==> src/rtl/bus_pattern_seq.sv <==
module bus_pattern_seq #(
  parameter int NL = 3,
  parameter int AW = 5,
  localparam int WW = 6 + 2 * NL
) (
  input  logic          clk,
  input  logic          rst_n,
  input  logic          host_we,
  input  logic [AW-1:0] host_addr,
  input  logic [WW-1:0] host_wdata,
  input  logic          mode_we,
  input  logic [2:0]    mode_wdata,
  input  logic          start,
  input  logic [AW-1:0] start_idx,
  input  logic          rd_op,
  input  logic          wait_in,
  output logic [NL-1:0] gpl_out,
  output logic          dual_out,
  output logic          dual_oe,
  output logic          sample,
  output logic          busy,
  output logic          done
);
  localparam int DEPTH = 1 << AW;

  logic [WW-1:0] ram [DEPTH];
  logic [WW-1:0] w;
  logic [AW-1:0] ptr, ls;
  logic [1:0]    q, rcnt, lleft, lc;
  logic          din, rd_l, in_loop, used, pend, w1, w2, frz, is_end, is_start;

  assign w        = ram[ptr];
  assign frz      = busy & din & w[5] & w2;
  assign is_end   = in_loop & (ptr != ls);
  assign is_start = ~in_loop & ~used;

  always_ff @(posedge clk)
    if (host_we && !busy) ram[host_addr] <= host_wdata;

  always_ff @(posedge clk or negedge rst_n) begin
    if (!rst_n) begin
      w1 <= 1'b0; w2 <= 1'b0; din <= 1'b0; lc <= '0;
      busy <= 1'b0; done <= 1'b0; pend <= 1'b0; rd_l <= 1'b0;
      q <= '0; rcnt <= '0; lleft <= '0; ptr <= '0; ls <= '0;
      in_loop <= 1'b0; used <= 1'b0;
    end else begin
      w1   <= wait_in;
      w2   <= w1;
      done <= 1'b0;
      pend <= 1'b0;
      if (mode_we && !busy) begin
        din <= mode_wdata[0];
        lc  <= mode_wdata[2:1];
      end
      if (!busy) begin
        if (start) begin
          busy <= 1'b1; ptr <= start_idx; q <= '0; rcnt <= '0;
          in_loop <= 1'b0; used <= 1'b0; rd_l <= rd_op;
        end
      end else if (!frz) begin
        q <= q + 2'd1;
        if (q == 2'd3) begin
          pend <= din & rd_l & ~w[4];
          if (rcnt != w[1:0]) begin
            rcnt <= rcnt + 2'd1;
          end else begin
            rcnt <= '0;
            if (w[3]) begin
              busy <= 1'b0;
              done <= 1'b1;
            end else if (w[2] && is_end && lleft != 2'd0) begin
              lleft <= lleft - 2'd1;
              ptr   <= ls;
            end else begin
              ptr <= ptr + 1'b1;
              if (w[2] && is_end) begin
                in_loop <= 1'b0;
                used    <= 1'b1;
              end else if (w[2] && is_start) begin
                in_loop <= 1'b1;
                ls      <= ptr;
                lleft   <= lc;
              end
            end
          end
        end
      end
    end
  end

  for (genvar i = 0; i < NL; i++) begin : g_line
    assign gpl_out[i] = busy & (q[1] ? w[7+2*i] : w[6+2*i]);
  end

  assign dual_oe  = ~din;
  assign dual_out = busy & ~din & (q[1] ? w[5] : w[4]);
  assign sample   = pend | (busy & ~frz & (q == 2'd2) & din & rd_l & w[4]);
endmodule


==> config.mk <==
export PLATFORM = sky130hd
export DESIGN_NAME = bus_pattern_seq
export DESIGN_NICKNAME = d
export VERILOG_FILES = /design/src/rtl/bus_pattern_seq.sv
export SDC_FILE = /design/constraint.sdc
export NUM_CORES = 1
export LEC_CHECK = 0
export ABC_AREA = 1
export BUFFER_PORTS_ARGS = -buffer_cell sky130_fd_sc_hd__buf_2
export CORE_MARGIN = 2
export CORE_UTILIZATION = 50
export CTS_CLUSTER_DIAMETER = 200
export CTS_CLUSTER_SIZE = 28
export DETAILED_ROUTE_END_ITERATION = 16
export GPL_TIMING_DRIVEN = 0
export PLACE_DENSITY = 0.75
export SETUP_SLACK_MARGIN = 0.5
export SLEW_MARGIN = 20
export SYNTH_ARGS = -nofsm -noshare
export SYNTH_HDL_FRONTEND = slang
export SYNTH_SLANG_ARGS = --single-unit
==> constraint.sdc <==
create_clock -name clk -period 3.4 [get_ports clk]
set_input_delay 1.02 -clock clk [delete_from_list [all_inputs] [get_ports clk]]
set_output_delay 1.02 -clock clk [all_outputs]
set_load 0.05 [all_outputs]
Word-level counts from Yosys, hierarchy flattened --
Memory sizes are Yosys's and may differ from the RTL's. Index checks and enable logic that the tools add are counted.
Storage, ports and cells: register bits 27, memories 1, RAM bits 384
Memories:
- ram | words 32, bits a word 12, rd ports 1, clocked after Yosys merged registers in 0, wr ports 1, line 26 | logic [WW-1:0] ram [DEPTH];
Cells by class: reduce and logical (&&, ||, !) cells 17, equal/unequal tests 12, add/subtract/negate cells 4, muxes and demuxes 53, bitwise logic cells 28
Operator list (count):
- $mux 1 | 36
- $mux 5 | 7
- $reduce_and 7->1 | 3
- $mux 2 | 10
- $and 1x1->1 | 17
- $not 1->1 | 10
- $ne 2x2->1 const B | 4
- $reduce_and 8->1 | 1
- $ne 2x1->1 const B | 3
- $reduce_bool 2->1 | 3
- $add 5x1->5 const B | 1
- $logic_and 1x1->1 | 5
- $ne 5x5->1 | 1
- $reduce_and 5->1 | 1
- $add 2x1->2 const B | 2
- $eq 2x2->1 const B | 2
- $reduce_and 2->1 | 2
- $ne 3x1->1 const B | 1
- $reduce_and 3->1 | 1
- $ne 2x2->1 | 1
- $sub 2x1->2 const B | 1
- $logic_not 1->1 | 1
- $or 1x1->1 | 1

Depth between registers and ports, before layout --
depth after elaboration 11, gate-level depth with buffers 20, depth with buffers taken out 18

Worst setup path after synthesis --
Ideal clock, no wire load.
kind register to output, start register ptr[0], end output gpl_out[2], cell stages (with the launch flop) 14, required time 2.380 ns, data arrival time 2.427 ns, setup slack -0.047 ns, path through dfrtp_1 > buf_6 > inv_4 > buf_6 > buf_6 > buf_6 > buf_6 > buf_6 > nor2_1 > o221ai_1 > nand3_1 > a21oi_1 > o21ai_1 > a21oi_1
On the way: word-level cells in the longest chain between the ends 3
RTL lines:
- from (decl) | line 28 | logic [AW-1:0] ptr, ls;
- from (signal assigned) | line 73 | ptr <= ls;
- from (signal assigned) | line 75 | ptr <= ptr + 1'b1;
- $mem_v2 32x12
- $mux 1 | line 92 | assign gpl_out[i] = busy & (q[1] ? w[7+2*i] : w[6+2*i]);
- $and 1x1->1 | line 92
- to (decl) | line 17 | output logic [NL-1:0] gpl_out,
Every way passes these cells.

Worst setup path in the final report --
Ends and elaborated chain as after synthesis.

==> summary.md <==
| Metric | Value |
|---|---|
| Status | `complete, but fails checks` |
| Failing checks | `negative setup slack` |
| Clk buf depth | `3` |
| First-pass GRT wire length | `70140 µm` |
| Worst reg2reg startpoint | `busy$_DFF_PN0_` |
| Routed Antenna Nets | `0` |
| CP arrival | `2.93 ns` |
| Top cell type by total area after synthesis | `edfxtp_1` |
| Tmin final | `3.949 ns` |
| Clk_skew | `0.01400 ns` |
| Peak VDD IR | `956.6 µV` |
| Clock latency on the worst-skew pair | `0.54 ns` |
| Final WL | `47540 µm` |
| Final Hold Vio Count | `0` |
| Final WS setup | `-0.5493 ns` |
| Largest net degree at the start of global routing | `33` |
| Net Sw Frac | `0.3959` |
| Chip height | `188.8 µm` |
| Yosys Warn Count | `0` |
| Worst-path clk slew | `0.12 ns` |
| Overflow after GRT | `0` |
| Hold Path Origin | `w1$_DFF_PN0_` |
| Antenna Cells | `0` |
| Routability-driven placement congestion ratio | `0.9332` |
| HP Class | `reg2reg` |
| Reg2Reg Setup Slack | `0.39 ns` |
| R2R depth | `5` |
| Drt pass-1 iters | `7` |
| WP data required | `2.38 ns` |
| Power share of the clock group | `0.172` |
| Max-cap viol count | `0` |
| Post-Syn Instances | `1435` |
| Antenna violations before repair | `0` |
| Core area | `33530 µm²` |
| Total power | `14.75 mW` |
| Final cell count without fillers | `1983` |
| Crit Path Max Fanout | `10` |
| Top post-synthesis cells by area | `edfxtp_1 (68%), nor2_1 (5.3%), nand2_1 (4.7%)` |
| Startpoint types | `flop` |
| Period utilization | `1.162` |
| RSZ-0062 raised after global routing | `true` |
| Asr flop ratio synth | `0.06569` |
| FMAX | `253.2 MHz` |
| Nets | `1565` |
| Avg Cell Area, Syn | `11.89 µm²` |
| First DRT Iteration DRCs | `1831` |
| Vias per Instance | `6.077` |
| Die area | `35630 µm²` |
| Net Switching | `5.841 mW` |
| Top FF cell, synth | `edfxtp_1` |
| CTS sink cnt | `411` |
| Max_slew headroom | `0.3232` |
| # rows | `67` |
| Worst Hold Depth | `0` |
| DRC errors left | `0` |
| Initial Util | `0.5090` |
| Dpl cells | `1942` |
| Pint | `8.913 mW` |
| Seq/Total Area, Yosys | `0.7152` |
| Worst hold slack | `0.3622 ns` |
| CTS HTree Levels | `1` |
| Placed wire-length estimate | `31280 µm` |
| Sequential Power Share | `0.392` |
| Power density cells | `756.3 nW/µm²` |
| Drt wl/cell | `23.98 µm` |
| Setup_tns | `-2.582 ns` |
| Kind of critical path | `reg2out` |
| PortBufs | `39` |
| Clock root buffer | `clkbuf_16` |
| Slew at the pin closest to its max-slew limit | `1.015 ns` |
| WHS Endpoint | `w2$_DFF_PN0_` |
| Inserted Clock Buffers | `18` |
| Ports | `40` |
| Post-synth EDFFs | `384` |
| Leakage | `6.916 nW` |
| Worst r2r dst | `ram[1][1]$_DFFE_PP_` |
| Total track usage | `0.2647` |
| Commonest non-fill, non-tap cells in the layout | `edfxtp_1 (384), nand2_1 (209), nor2_1 (199), o21ai_0 (139), nand3_1 (105)` |
| Final design utilization | `0.5818` |
| Gate power share | `0.436` |
| Number of global-route vias before repair | `11622` |
| Die X | `188.8 µm` |
| Final setup viols | `5` |
| Routed vias | `12050` |
| Max Slew Vio Count | `0` |
| Share of the synthesized area in the top cell type | `0.6757` |
| Synth cell types | `38` |
| Layout Area Growth over Synthesis | `14.30%` |
| Synth Cell Area | `17070 µm²` |
| Synthesized Nets | `1471` |
| Yosys reg bits | `411` |
| CTS tree | `yes` |
| Share of cells above drive strength 1 | `0.1831` |
| CP endpoint kind | `output port` |
| Most common cell after layout, fill and taps aside | `edfxtp_1` |
[metrics by stage]
stage,area (µm²),setup WS [ns]
final,19510,-0.5493
after global routing,19510,-0.5995
after CTS,19220,-0.5434
after detailed placement,18220,-0.6446
after global placement,17880,-0.5932
after floorplan,17130,0.3464
[logic make-up (layout without fill, tap and decap cells)]
kind of cell    Yosys count  count (layout)  share of synthesized area
simple gates            604             604                     0.1485
flops                   411             411                     0.7152
compound gates          261             261                    0.08592
buf+inv                 145             245                    0.04194
xor+xnor                  8               8                   0.004106
fa+ha+maj                 4               4                   0.002933
mux                       2               2                   0.001320
[cells in the mapped netlist, types with 22 or more instances]
cell type    n
nor2_1     239
o22ai_1     32
inv_1       57
o21ai_0    146
dfrtp_1     27
edfxtp_1   384
clkbuf_1    29
nand2_1    212
o221ai_1    22
buf_2       27
a21oi_1     23
o21ai_1     23
nand3_1    117
[layer usage]
metal  vias to the layer above  share of wire  track usage
met5                         -              0            0
met4                         0          0.042       0.1094
met3                       154           0.11      0.04787
met2                       794           0.48       0.4453
met1                      5817           0.36       0.3406
li1                       5285              -            -
[flip-flops by register name (all words and copies together) (netlist names), 2 cells and up]
register and flops:
lc 2, lleft 2, ls 5, ptr 5, q 2, ram 384
rcnt 2
[power groups by stage]
| stage | clock network (mW) | registers [mW] | logic [mW] |
|---|---|---|---|
| after global routing | 2.68 | 5.80 | 6.87 |
| final | 2.54 | 5.78 | 6.43 |
| after CTS | 2.53 | 5.78 | 6.04 |
| after global placement | 0 | 5.89 | 5.26 |
| after floorplan | 0 | 5.89 | 3.64 |
| after detailed placement | 0 | 5.89 | 5.40 |
[critical path, cell delays in order (launching register included)]
cell	delay, ns
dfrtp_1	0.43
buf_6	0.15
inv_4	0.06
buf_8	0.10
buf_8	0.11
buf_12	0.14
buf_12	0.13
buf_8	0.14
nor2_1	0.06
o221ai_2	0.24
nand3_1	0.15
nand4_1	0.13
nand3_2	0.10
a21oi_4	0.23
buf_6	0.19
[timing repair]
action                                  in CTS  in global routing
hold buffers                                 0                  0
endpoints found under the setup margin       5                113
resized for setup                          120                 77
setup buffers                               12                  1
cloned                                       1                  1
pin swaps                                   23                 31
[cell type report]
| cell class | instances | area (µm²) |
|---|---|---|
| Timing Repair Buffer | 74 | 635.6 |
| Fill cell | 2627 | 14020 |
| Multi-Input combinational cell | 879 | 4591 |
| Sequential cell | 411 | 12210 |
| Buffer | 83 | 767.0 |
| Inverter | 62 | 237.7 |
| Clock inverter | 1 | 11.26 |
| Tap cell | 448 | 560.5 |
| Clock buffer | 25 | 498.0 |
[worst max-delay path by stage]
stage	from	end	slack [ns]	cells past startpoint
2_1_floorplan	ptr[0]$_DFFE_PN0P_	gpl_out[0]	0.35	13
3_3_place_gp	ptr[1]$_DFFE_PN0P_	gpl_out[2]	-0.59	11
3_5_place_dp	ptr[1]$_DFFE_PN0P_	gpl_out[0]	-0.64	11
4_1_cts	ptr[0]$_DFFE_PN0P_	gpl_out[2]	-0.54	12
5_1_grt	ptr[0]$_DFFE_PN0P_	gpl_out[1]	-0.60	14
6_report	ptr[0]$_DFFE_PN0P_	gpl_out[2]	-0.55	14
Note: power is estimated with default switching activity, not from simulation.
